### src/rtl/srot_pkg.sv
package srot_pkg;
  localparam int unsigned CODE_W = 4;

  typedef enum logic [CODE_W-1:0] {
    SR_NONE = 4'd0,
    SR_ASL  = 4'd1,
    SR_ASR  = 4'd2,
    SR_ROL  = 4'd3,
    SR_ROR  = 4'd4,
    SR_LSLC = 4'd5,
    SR_EROL = 4'd6,
    SR_EROR = 4'd7,
    SR_ROL4 = 4'd8
  } sr_code_e;
endpackage

### src/rtl/srot_stage.sv
module srot_stage
  import srot_pkg::*;
#(
  parameter int unsigned W   = 16,
  parameter int unsigned NIB = 4
) (
  input  logic [CODE_W-1:0] code_i,
  input  logic [W-1:0]      acc_i,
  input  logic              ext_i,
  output logic [W-1:0]      acc_o,
  output logic              ext_o
);
  localparam int unsigned MSB = W - 1;

  always_comb begin
    acc_o = acc_i;
    ext_o = ext_i;
    case (code_i)
      SR_ASL:  acc_o = {acc_i[MSB], acc_i[MSB-2:0], 1'b0};
      SR_ASR:  acc_o = {acc_i[MSB], acc_i[MSB:1]};
      SR_ROL:  acc_o = {acc_i[MSB-1:0], acc_i[MSB]};
      SR_ROR:  acc_o = {acc_i[0], acc_i[MSB:1]};
      SR_LSLC: acc_o = {1'b0, acc_i[MSB-2:0], 1'b0};
      SR_EROL: {ext_o, acc_o} = {acc_i, ext_i};
      SR_EROR: {acc_o, ext_o} = {ext_i, acc_i};
      SR_ROL4: acc_o = {acc_i[MSB-NIB:0], acc_i[MSB:W-NIB]};
      default: ;
    endcase
  end
endmodule

### src/rtl/srot_route.sv
module srot_route #(
  parameter int unsigned W = 16
) (
  input  logic         sel_b_i,
  input  logic [W-1:0] a_i,
  input  logic [W-1:0] b_i,
  input  logic [W-1:0] res_i,
  output logic [W-1:0] opnd_o,
  output logic [W-1:0] a_nxt_o,
  output logic [W-1:0] b_nxt_o
);
  assign opnd_o  = sel_b_i ? b_i : a_i;
  assign a_nxt_o = sel_b_i ? a_i : res_i;
  assign b_nxt_o = sel_b_i ? res_i : b_i;
endmodule

### src/rtl/srot_unit.sv
module srot_unit
  import srot_pkg::*;
#(
  parameter int unsigned W   = 16,
  parameter int unsigned NIB = 4
) (
  input  logic              clk_i,
  input  logic              rst_ni,
  input  logic              valid_i,
  input  logic              sel_b_i,
  input  logic [CODE_W-1:0] shift1_i,
  input  logic              clr_e_i,
  input  logic              skip_lsb_i,
  input  logic [CODE_W-1:0] shift2_i,
  input  logic [W-1:0]      a_i,
  input  logic [W-1:0]      b_i,
  input  logic              e_i,
  output logic [W-1:0]      a_o,
  output logic [W-1:0]      b_o,
  output logic              e_o,
  output logic              skip_o
);
  logic [W-1:0] opnd, acc1, acc2, a_nxt, b_nxt;
  logic         e1, e1c, e2, skip_c;

  srot_route #(.W(W)) i_route (
    .sel_b_i(sel_b_i), .a_i(a_i), .b_i(b_i), .res_i(acc2),
    .opnd_o(opnd), .a_nxt_o(a_nxt), .b_nxt_o(b_nxt)
  );

  srot_stage #(.W(W), .NIB(NIB)) i_stage_first (
    .code_i(shift1_i), .acc_i(opnd), .ext_i(e_i), .acc_o(acc1), .ext_o(e1)
  );

  // clear E and the skip test sit between the two shift stages
  assign e1c    = clr_e_i ? 1'b0 : e1;
  assign skip_c = skip_lsb_i & ~acc1[0];

  srot_stage #(.W(W), .NIB(NIB)) i_stage_second (
    .code_i(shift2_i), .acc_i(acc1), .ext_i(e1c), .acc_o(acc2), .ext_o(e2)
  );

  always_ff @(posedge clk_i or negedge rst_ni) begin
    if (!rst_ni) begin
      a_o    <= '0;
      b_o    <= '0;
      e_o    <= 1'b0;
      skip_o <= 1'b0;
    end else begin
      skip_o <= valid_i & skip_c;
      if (valid_i) begin
        a_o <= a_nxt;
        b_o <= b_nxt;
        e_o <= e2;
      end
    end
  end
endmodule

### config.mk
export PLATFORM = sky130hd
export DESIGN_NAME = srot_unit
export DESIGN_NICKNAME = d
export VERILOG_FILES = /design/src/rtl/srot_pkg.sv /design/src/rtl/srot_stage.sv /design/src/rtl/srot_route.sv /design/src/rtl/srot_unit.sv
export SDC_FILE = /design/constraint.sdc
export NUM_CORES = 1
export LEC_CHECK = 0
export BUFFER_PORTS_ARGS = -buffer_cell sky130_fd_sc_hd__buf_2
export CAP_MARGIN = 25
export CORE_MARGIN = 1
export CORE_UTILIZATION = 47
export CTS_BUF_LIST = sky130_fd_sc_hd__clkbuf_4
export DETAILED_ROUTE_END_ITERATION = 10
export PLACE_DENSITY = 0.7
export SLEW_MARGIN = 20
export SYNTH_ARGS = -nofsm -noshare
export SYNTH_HDL_FRONTEND = slang
export SYNTH_HIERARCHICAL = 1
export SYNTH_SLANG_ARGS = --single-unit
### constraint.sdc
create_clock -name clk_i -period 0.9 [get_ports clk_i]
set_clock_uncertainty 0.1 [all_clocks]
set_input_delay 0.045 -clock clk_i [delete_from_list [all_inputs] [get_ports clk_i]]
set_output_delay 0.045 -clock clk_i [all_outputs]
set_load 0.05 [all_outputs]
## Word level (Yosys, flattened, before mapping)

Index checks and enable logic that the tools add are counted.

| cells by class | value |
|---|---|
| add/sub/neg operators | 0 |
| multipliers | 0 |
| div/mod/pow operators | 0 |
| order comparisons | 0 |
| eq/ne operators | 16 |
| shift operators | 0 |
| multiplexer cells | 8 |
| bitwise gates (word level) | 3 |
| reductions and logical operators | 0 |

Operators by type and width:

| operator | count |
|---|---|
| 16-bit one-hot mux with 8 select lines | 2 |
| 16-bit two-way mux | 3 |
| 4-bit by 3-bit equality test with 1-bit output, second input constant | 8 |
| 4-bit by 2-bit equality test with 1-bit output, second input constant | 4 |
| 4-bit by 1-bit equality test with 1-bit output, second input constant | 2 |
| 4-bit equality test, second input constant | 2 |
| 1-bit one-hot mux with 2 select lines | 2 |
| 1-bit AND | 2 |
| 1-bit two-way mux | 1 |
| 1-bit NOT | 1 |

| storage, ports and cells | value |
|---|---|
| register bits | 34 |
| latch bits | 0 |
| bits in writable memories | 0 |
| bits in read-only memories | 0 |
| input bits | 47 |
| output and inout bits | 34 |
| word-level logic and storage cells | 31 |
| memories | 0 |

## Depth between registers and ports, before layout

Gate-level depths: netlist of the first run.

| logic depth | value |
|---|---|
| depth in word-level cells | 5 |
| depth in mapped cells | 12 |
| gate-level depth less buffers | 11 |

## Modules after synthesis

The synthesis of the first run kept the hierarchy.

By module, submodules not included:

| module | times used | cells each | area an instance (µm²) | seq. area each (µm²) |
|---|---|---|---|---|
| srot_stage | 2 | 142 | 835.8 | 0.0 |
| srot_unit | 1 | 73 | 1417.6 | 850.8 |
| srot_route | 1 | 53 | 659.4 | 0.0 |

## Least setup slack after synthesis of the first run

Ideal clock, no wire load.

| timing path | value |
|---|---|
| path kind | input port to flip-flop |
| start | input port shift1_i[0] |
| end | register a_o[0] |
| setup time | 0.125 ns |
| data arrival time | 2.240 ns |
| data required time | 0.675 ns |
| path slack | -1.565 ns |
| cell stages on the path | 10 |
| path buffers | 2 |
| cell sequence | or4b_1 > buf_2 > buf_6 > o221ai_1 > a31oi_1 > a311oi_1 > o221ai_1 > o21a_1 > mux2_2 > mux2_4 |

| on the way | value |
|---|---|
| elaborated cells on any way between the ends | 13 |
| classes of those cells | eq/ne (8); mux (5) |

RTL lines:

| element | RTL line | RTL |
|---|---|---|
| start: declaration | srot_unit.sv:11 | `input logic [CODE_W-1:0] shift1_i,` |
| 4-bit equality test (tied with other cells) | srot_stage.sv:18 | `case (code_i)` |
| 16-bit one-hot mux with 8 select lines * | srot_stage.sv:18 |  |
| named net acc1[15] | srot_unit.sv:23 | `logic [W-1:0] opnd, acc1, acc2, a_nxt, b_nxt;` |
| 16-bit one-hot mux with 8 select lines * | srot_stage.sv:18 |  |
| named net acc2[0] | srot_unit.sv:23 |  |
| 16-bit two-way mux * | srot_route.sv:13 | `assign a_nxt_o = sel_b_i ? a_i : res_i;` |
| named net a_nxt[0] | srot_unit.sv:23 |  |
| end signal: assignment | srot_unit.sv:52 | `a_o <= a_nxt;` |
| end: declaration | srot_unit.sv:18 | `output logic [W-1:0] a_o,` |

Mark *: on every way through the listed nets, which the timed path passes. The rest lies on a longest branch.
A chain may end at the register's enable or synchronous reset.

## Worst setup path after layout of the first run

| timing path | value |
|---|---|
| start | input port shift1_i[1] |
| end | register b_o[8] |

| on the way | value |
|---|---|
| word-level cells in the longest chain between the ends | 4 |
| elaborated cells on any way between the ends | 11 |
| classes of those cells | eq/ne (8); mux (3) |

Ends and longest elaborated chain:

| element | RTL line | RTL |
|---|---|---|
| 4-bit equality test (tied with other cells) | srot_stage.sv:18 |  |
| 16-bit one-hot mux with 8 select lines * | srot_stage.sv:18 |  |
| named net acc1[7] | srot_unit.sv:23 |  |
| 16-bit one-hot mux with 8 select lines * | srot_stage.sv:18 |  |
| named net acc2[8] | srot_unit.sv:23 |  |
| 16-bit two-way mux * | srot_route.sv:14 | `assign b_nxt_o = sel_b_i ? res_i : b_i;` |
| named net b_nxt[8] | srot_unit.sv:23 |  |
| end signal: assignment | srot_unit.sv:53 | `b_o <= b_nxt;` |
| end: declaration | srot_unit.sv:19 | `output logic [W-1:0] b_o,` |

Marks and branches as above.

==> impl_metrics.yaml, run 1 <==
sta:
  setup_viol: 68
  setup_slack_ns: -1.319
  whs_ns: -0.04179
  worst_slew_margin_rel_pct: 56.79
  finalHoldViolCount: 23
  grt_setup_unrepaired: "true"
  period_needed_ns: 2.219
  tightest_slew_ns: 0.6482
  slew_viol_final: 0
  clock.fmax_mhz: 450.6
  final_min_period_over_clock_period_pct: 246.6
placement:
  place.port_buffers: 80
  dp.final_hpwl_mm: 8.679
  numPlacedInstances: 644
  routabilityCongestion: 0.9228
yosys:
  synth_top_cell_by_area: "dfrtp_1"
  synth_async_sr_flop_share_pct: 100.0
  yosysWarningCount: 6
  post_synth_main_area_contributors: "dfrtp_1 (23%), mux2_4 (20%), mux2_2 (9.6%)"
  mappedNetlistNets: 457
  synth_area_mm2: 0.003749
  ys_types: 40
  syn_avg_cell_area_um2: 9.143
  synth_seq_cells: 34
  seq_area_frac_synth_pct: 22.70
  synth-edff-count: 0
  synthesis.instances: 410
  synth_largest_type_area_fraction_pct: 22.70
  synth_ff_type: "dfrtp_1"
routing:
  postRouteAntennaNets: 0
  via_count: 4030
  routed_wire_length_per_instance_um: 18.43
  detailedRoute.firstPassIterationCount: 5
  detail_route.vias_per_cell: 5.757
  first_iter_violations: 387
  route.detailed.drc: 0
  finalWirelength_mm: 12.90
floorplan:
  num_rows: 32
  die_w_um: 91.31
  pin_count: 81
  floorplan.initialDensity_pct: 48.51
  floorplan.die_area_mm2: 0.008337
  design.core.area_mm2: 0.007727
  die_h_um: 91.31
cells_and_area:
  insertedDiodeCount: 0
  layout_cell_share_with_drive_strength_beyond_1_pct: 60.87
  num-nets-final: 644
  filler_cell_count: 549
  flow.area_growth_from_synthesis_pct: 55.57
  final-instance-count-excl-fill: 700
setup_path:
  ff2ff_setup_slack_ns: -0.14
  worst-endpoint-required_ns: 1.04
  worstSetupStartpointType: "primary input"
  largest_fanout_of_any_net_on_the_critical_path: 8
  crit_path_category: "in -> reg"
  worst-endpoint-arrival_ns: 2.36
  kind_of_end_point_of_the_critical_path: "register"
global_routing:
  global_route_wire_length_before_repair_mm: 20.12
  antenna_found_initial: 0
  via_count_of_the_first_global_routing_pass: 3970
  global_route.overflow_total: 0
  maximum_number_of_pins_on_one_net_before_global_route_repair: 35
  grt_use_total_pct: 29.86
clocking:
  ctsLongestPathBuffers: 2
  cts_hold_buf: 2
  total_cts_buffers: 5
  htree_levels: 2
  clkTransAtPathRegs_ns: 0.12
  numClockSinks: 34
  clkLatencyLatePin_ns: 0.34
  clock_tree_from_tritoncts: "done"
  clockRootBuffer: "clkbuf_4"
power_and_ir_drop:
  p_leak_nw: 2.742
  report.power.total_mw: 8.234
  irDropWorstVdd_uv: 652.4
  p_per_area_mw_per_mm2: 1412
run_status:
  run_status: "finished with violations"
  failed_checks: "negative hold slack, negative setup slack"
min_path:
  hold_path.class: "in -> reg"
run:
  max-cap-violations: 0
## cell families (layout without fill, tap and decap cells)
family | count (synthesis) | count (layout) | share of synthesized area [%]
buf+inv | 55 | 243 | 8.478
flops | 34 | 34 | 22.70
compound gates | 124 | 124 | 23.36
xor+xnor | 6 | 6 | 1.402
mux | 83 | 83 | 29.77
fa+ha+maj | 2 | 2 | 0.5341
simple gates | 106 | 106 | 13.75
## worst max-delay path: stages
cell      delay, ns
buf_6          0.09
or4b_4         0.60
buf_12         0.18
nor2_4         0.07
a221o_1        0.17
a21oi_4        0.09
o21bai_4       0.17
a21oi_2        0.15
o32ai_2        0.10
o21a_1         0.15
mux2_4         0.28
mux2_4         0.26
## synth_stat cells (3+ instances only)
| cell type | count |
|---|---|
| a31oi_1 | 4 |
| nor2_2 | 14 |
| buf_2 | 14 |
| o32ai_1 | 14 |
| buf_1 | 4 |
| o221ai_1 | 4 |
| clkbuf_1 | 6 |
| mux2_2 | 32 |
| nand2_1 | 32 |
| nand3_1 | 4 |
| nor2b_1 | 5 |
| o21bai_1 | 14 |
| buf_6 | 6 |
| nor2_1 | 30 |
| o21ai_0 | 18 |
| xnor2_1 | 4 |
| nor3_1 | 6 |
| a21oi_1 | 30 |
| a221o_1 | 14 |
| dfrtp_1 | 34 |
| a311oi_1 | 4 |
| inv_1 | 20 |
| buf_12 | 3 |
| mux2_4 | 49 |
| o21a_1 | 16 |
## power breakdown
part	internal, mW	total, mW	leakage, nW	switching, mW
logic	2.64	5.33	2.31	2.68
registers	1.81	2.03	0.400	0.228
clock network	0.290	0.873	0.0286	0.583
total	4.74	8.23	2.74	3.49
## path summary, 6_finish.rpt
kind,from,endpoint,cells after the start
worst max-delay path,shift1_i[1],b_o[8],12
worst min-delay path,a_i[4],a_o[4],3
worst max register to register,a_o[7],a_o[7],2
worst min register to register,e_o,e_o,1
max in group asynchronous,rst_ni,a_o[2],3
min in group asynchronous,rst_ni,skip_o,3
## timing repair
action / in CTS / in global routing
endpoints found under the setup margin: 68 / 68
gates resized for setup: 112 / 41
endpoints found under the hold margin: 59 / 22
pin swaps: 18 / 24
buffers inserted: 36 / 12
## metal layers
| layer | global-route usage (%) | vias to the layer above | wire length (um) |
|---|---|---|---|
| met5 | 0 | - | 0 |
| met4 | 7.407 | 0 | 172 |
| met3 | 4.690 | 19 | 608 |
| met2 | 51.70 | 133 | 6510 |
| met1 | 38.65 | 1996 | 5608 |
| li1 | - | 1882 | - |
## metrics by stage
stage	setup TNS, ns	utilization (%)	setup slack [ns]	cell area (um^2)
floorplan	-44.25	-	-1.499	3832
global route	-50.10	75.47	-1.380	5832
detailed placement	-56.03	62.45	-1.781	4826
finish	-46.84	75.47	-1.319	5832
CTS	-46.17	72.05	-1.295	5568
global placement	-54.86	62.45	-1.737	4826
## cell type report
type / instances / area [um^2] / share of cell area (%)
clock buffer: 5 / 37.54 / 0.6436
tap: 102 / 127.6 / 2.188
sequential: 34 / 850.8 / 14.59
multi-input combinational: 321 / 2934 / 50.31
timing repair buffer: 213 / 1783 / 30.57
clock inverter: 3 / 16.27 / 0.2789
inverter: 22 / 82.58 / 1.416
## registers in the layout, summed over array words and instances, names as in the netlist
name and cells:
b_o 16, skip_o 1, a_o 16, e_o 1
## cells in the final DEF, fill, tap and decap left out, types with 14 or more instances in the layout
| cell type | count |
|---|---|
| a21oi_2 | 14 |
| nor2_1 | 24 |
| inv_1 | 20 |
| buf_4 | 109 |
| dfrtp_1 | 34 |
| buf_6 | 51 |
| mux2_4 | 64 |
| a221o_1 | 14 |
| nand2_1 | 31 |
| buf_2 | 43 |
| nor2_2 | 14 |
| mux2_2 | 17 |
Power figures use the tool's default switching activity.
==> run 2, diff against run 1 <==
--- a/config.mk
+++ b/config.mk
@@ -11,7 +11,7 @@
 export CORE_UTILIZATION = 47
 export CTS_BUF_LIST = sky130_fd_sc_hd__clkbuf_4
 export DETAILED_ROUTE_END_ITERATION = 10
-export PLACE_DENSITY = 0.7
+export PLACE_DENSITY = 0.73
 export SLEW_MARGIN = 20
 export SYNTH_ARGS = -nofsm -noshare
 export SYNTH_HDL_FRONTEND = slang
==> constraint.sdc (replaced) <==
create_clock -name clk_i -period 1.8 [get_ports clk_i]
set_clock_uncertainty 0.1 [all_clocks]
set_input_delay 0.09 -clock clk_i [delete_from_list [all_inputs] [get_ports clk_i]]
set_output_delay 0.09 -clock clk_i [all_outputs]
set_load 0.05 [all_outputs]
==> run 2 against run 1 <==
  * The flow finishes with violations (negative setup slack)
  * Cell count fell by 3.3%
  * Clock power down 49%
  * Design area down 7.0%
  * Via count is 2.0% lower
  * Die area is the same
  * Wire length fell by 6.8%
  * Critical endpoint is now b_o[0]
  * Largest cell class unchanged
==> impl_metrics.yaml, run 2 (synthesized netlist as in run 1, its figures left out) <==
run_status:
  run_status: "finished with violations"
  failed_checks: "negative setup slack"
global_routing:
  antenna_found_initial: 0
  global_route_wire_length_before_repair_mm: 18.82
  via_count_of_the_first_global_routing_pass: 3774
  grt_use_total_pct: 28.19
  global_route.overflow_total: 0
  maximum_number_of_pins_on_one_net_before_global_route_repair: 35
sta:
  finalHoldViolCount: 0
  final_min_period_over_clock_period_pct: 128.7
  setup_viol: 33
  slew_viol_final: 0
  grt_setup_unrepaired: "true"
  setup_slack_ns: -0.5161
  clock.fmax_mhz: 431.8
  whs_ns: 0.005837
  worst_slew_margin_rel_pct: 48.12
  tightest_slew_ns: 0.7782
  period_needed_ns: 2.316
power_and_ir_drop:
  switching_share_pct: 44.68
  report.power.total_mw: 3.710
  intPower_mw: 2.053
  net_switching_power_mw: 1.658
  p_clk_share_pct: 11.9
  power.share.sequential_pct: 26.5
  irDropWorstVdd_uv: 263.7
  p_per_area_mw_per_mm2: 683.8
  combPwrFrac_pct: 61.6
  p_leak_nw: 2.541
routing:
  detailedRoute.firstPassIterationCount: 5
  postRouteAntennaNets: 0
  routed_wire_length_per_instance_um: 17.75
  detail_route.vias_per_cell: 5.836
  first_iter_violations: 283
  via_count: 3951
  finalWirelength_mm: 12.02
  route.detailed.drc: 0
floorplan:
  design.core.area_mm2: 0.007727
  die_h_um: 91.31
  pin_count: 81
  die_w_um: 91.31
  floorplan.die_area_mm2: 0.008337
  num_rows: 32
  floorplan.initialDensity_pct: 48.51
clocking:
  total_cts_buffers: 5
  clkLatencyLatePin_ns: 0.33
  clkTransAtPathRegs_ns: 0.14
  htree_levels: 2
  ctsLongestPathBuffers: 2
  numClockSinks: 34
  clock_tree_from_tritoncts: "done"
  clockRootBuffer: "clkbuf_4"
setup_path:
  crit_path_category: "in -> reg"
  critical_path.cell_chain: "buf_6 -> or4b_4 -> buf_6 -> o221ai_4 -> a31oi_4 -> a311oi_2 -> o221ai_1 -> o21a_1 -> mux2_4 -> mux2_4"
  kind_of_end_point_of_the_critical_path: "register"
  cp_slowest_cell: "or4b_4"
  critical_path.max_stage_delay_ns: 0.62
  worst-endpoint-required_ns: 1.92
  worst-endpoint-arrival_ns: 2.44
  worstSetupStartpointType: "primary input"
  largest_fanout_of_any_net_on_the_critical_path: 7
  path_delay_family: "compound AO/OA/AOI/OAI gates"
  path_buf_inv: 2
cells_and_area:
  layout_cell_share_with_drive_strength_beyond_1_pct: 57.91
  flow.area_growth_from_synthesis_pct: 44.76
  largest_registers_ranked_by_flip_flop_count: "a_o x16, b_o x16"
  most_common_cell_after_layout_fill_and_taps_aside: "buf_4"
  insertedDiodeCount: 0
  num-nets-final: 621
  top_library_cells_by_usage_in_the_layout_fill_and_taps_aside: "buf_4 (91), buf_2 (77), mux2_4 (61), dfrtp_1 (34), nand2_1 (32)"
placement:
  dp.final_hpwl_mm: 8.917
  routabilityCongestion: 0.9286
  place.port_buffers: 80
run:
  max-cap-violations: 0
min_path:
  hold_path.class: "in -> reg"
[run 2: cell count changes in the layout (fill, tap and decap cells not counted), sizes merged]
cell         before  now
dlygate4sd3       2    3
buf             211  187
[run 2: final timing paths]
kind / start / to / slack [ns] / cells past startpoint
setup / recovery: shift1_i[1] / b_o[0] / -0.52 / 10
hold / removal: b_i[3] / b_o[3] / 0.006 / 3
setup reg to reg: b_o[6] / b_o[6] / 0.89 / 1
hold reg to reg: e_o / e_o / 0.41 / 1
max in group asynchronous: rst_ni / b_o[12] / 0.84 / 2
min in group asynchronous: rst_ni / a_o[4] / 0.24 / 2
[run 2: power groups by stage]
stage	registers [mW]	clock network (mW)	logic (mW)
detailed placement	0.996	0	2.07
finish	0.984	0.441	2.29
CTS	0.982	0.449	2.15
floorplan	1.49	0	0.945
global placement	0.987	0	2.03
global route	0.998	0.478	2.41
[run 2: metal layers]
layer / up-vias / wire [um] / track usage [%]
met5: - / 0 / 0
met4: 0 / 204 / 8.333
met3: 23 / 634 / 3.350
li1: 1835 / - / -
met1: 1950 / 5321 / 37.33
met2: 143 / 5858 / 48.04
[run 2: area by class of cell]
| type | count | area, um^2 |
|---|---|---|
| Clock buffer | 5 | 37.54 |
| Clock inverter | 3 | 16.27 |
| Fill cell | 614 | 2301 |
| Inverter | 22 | 82.58 |
| Multi-Input combinational cell | 321 | 2952 |
| Sequential cell | 34 | 850.8 |
| Tap cell | 102 | 127.6 |
| Timing Repair Buffer | 190 | 1360 |
[run 2: metrics by stage]
stage	utilization, %	instances	instance area, um^2	setup TNS (ns)	setup slack, ns
6_report	70.22	677	5426	-12.77	-0.5161
5_1_grt	70.22	677	5426	-14.52	-0.5378
4_1_cts	66.11	668	5109	-11.28	-0.4311
3_5_place_dp	62.61	649	4838	-25.68	-0.8989
3_3_place_gp	62.61	649	4838	-24.42	-0.8137
2_1_floorplan	-	410	3832	-15.41	-0.6442
[run 2: repair_timing]
action,CTS,global route
resized for setup,27,51
hold endpoints to repair,35,1
setup buffers,9,9
hold buffers,2,1
cloned,0,0
pin swaps,18,21
setup endpoints to repair,33,33
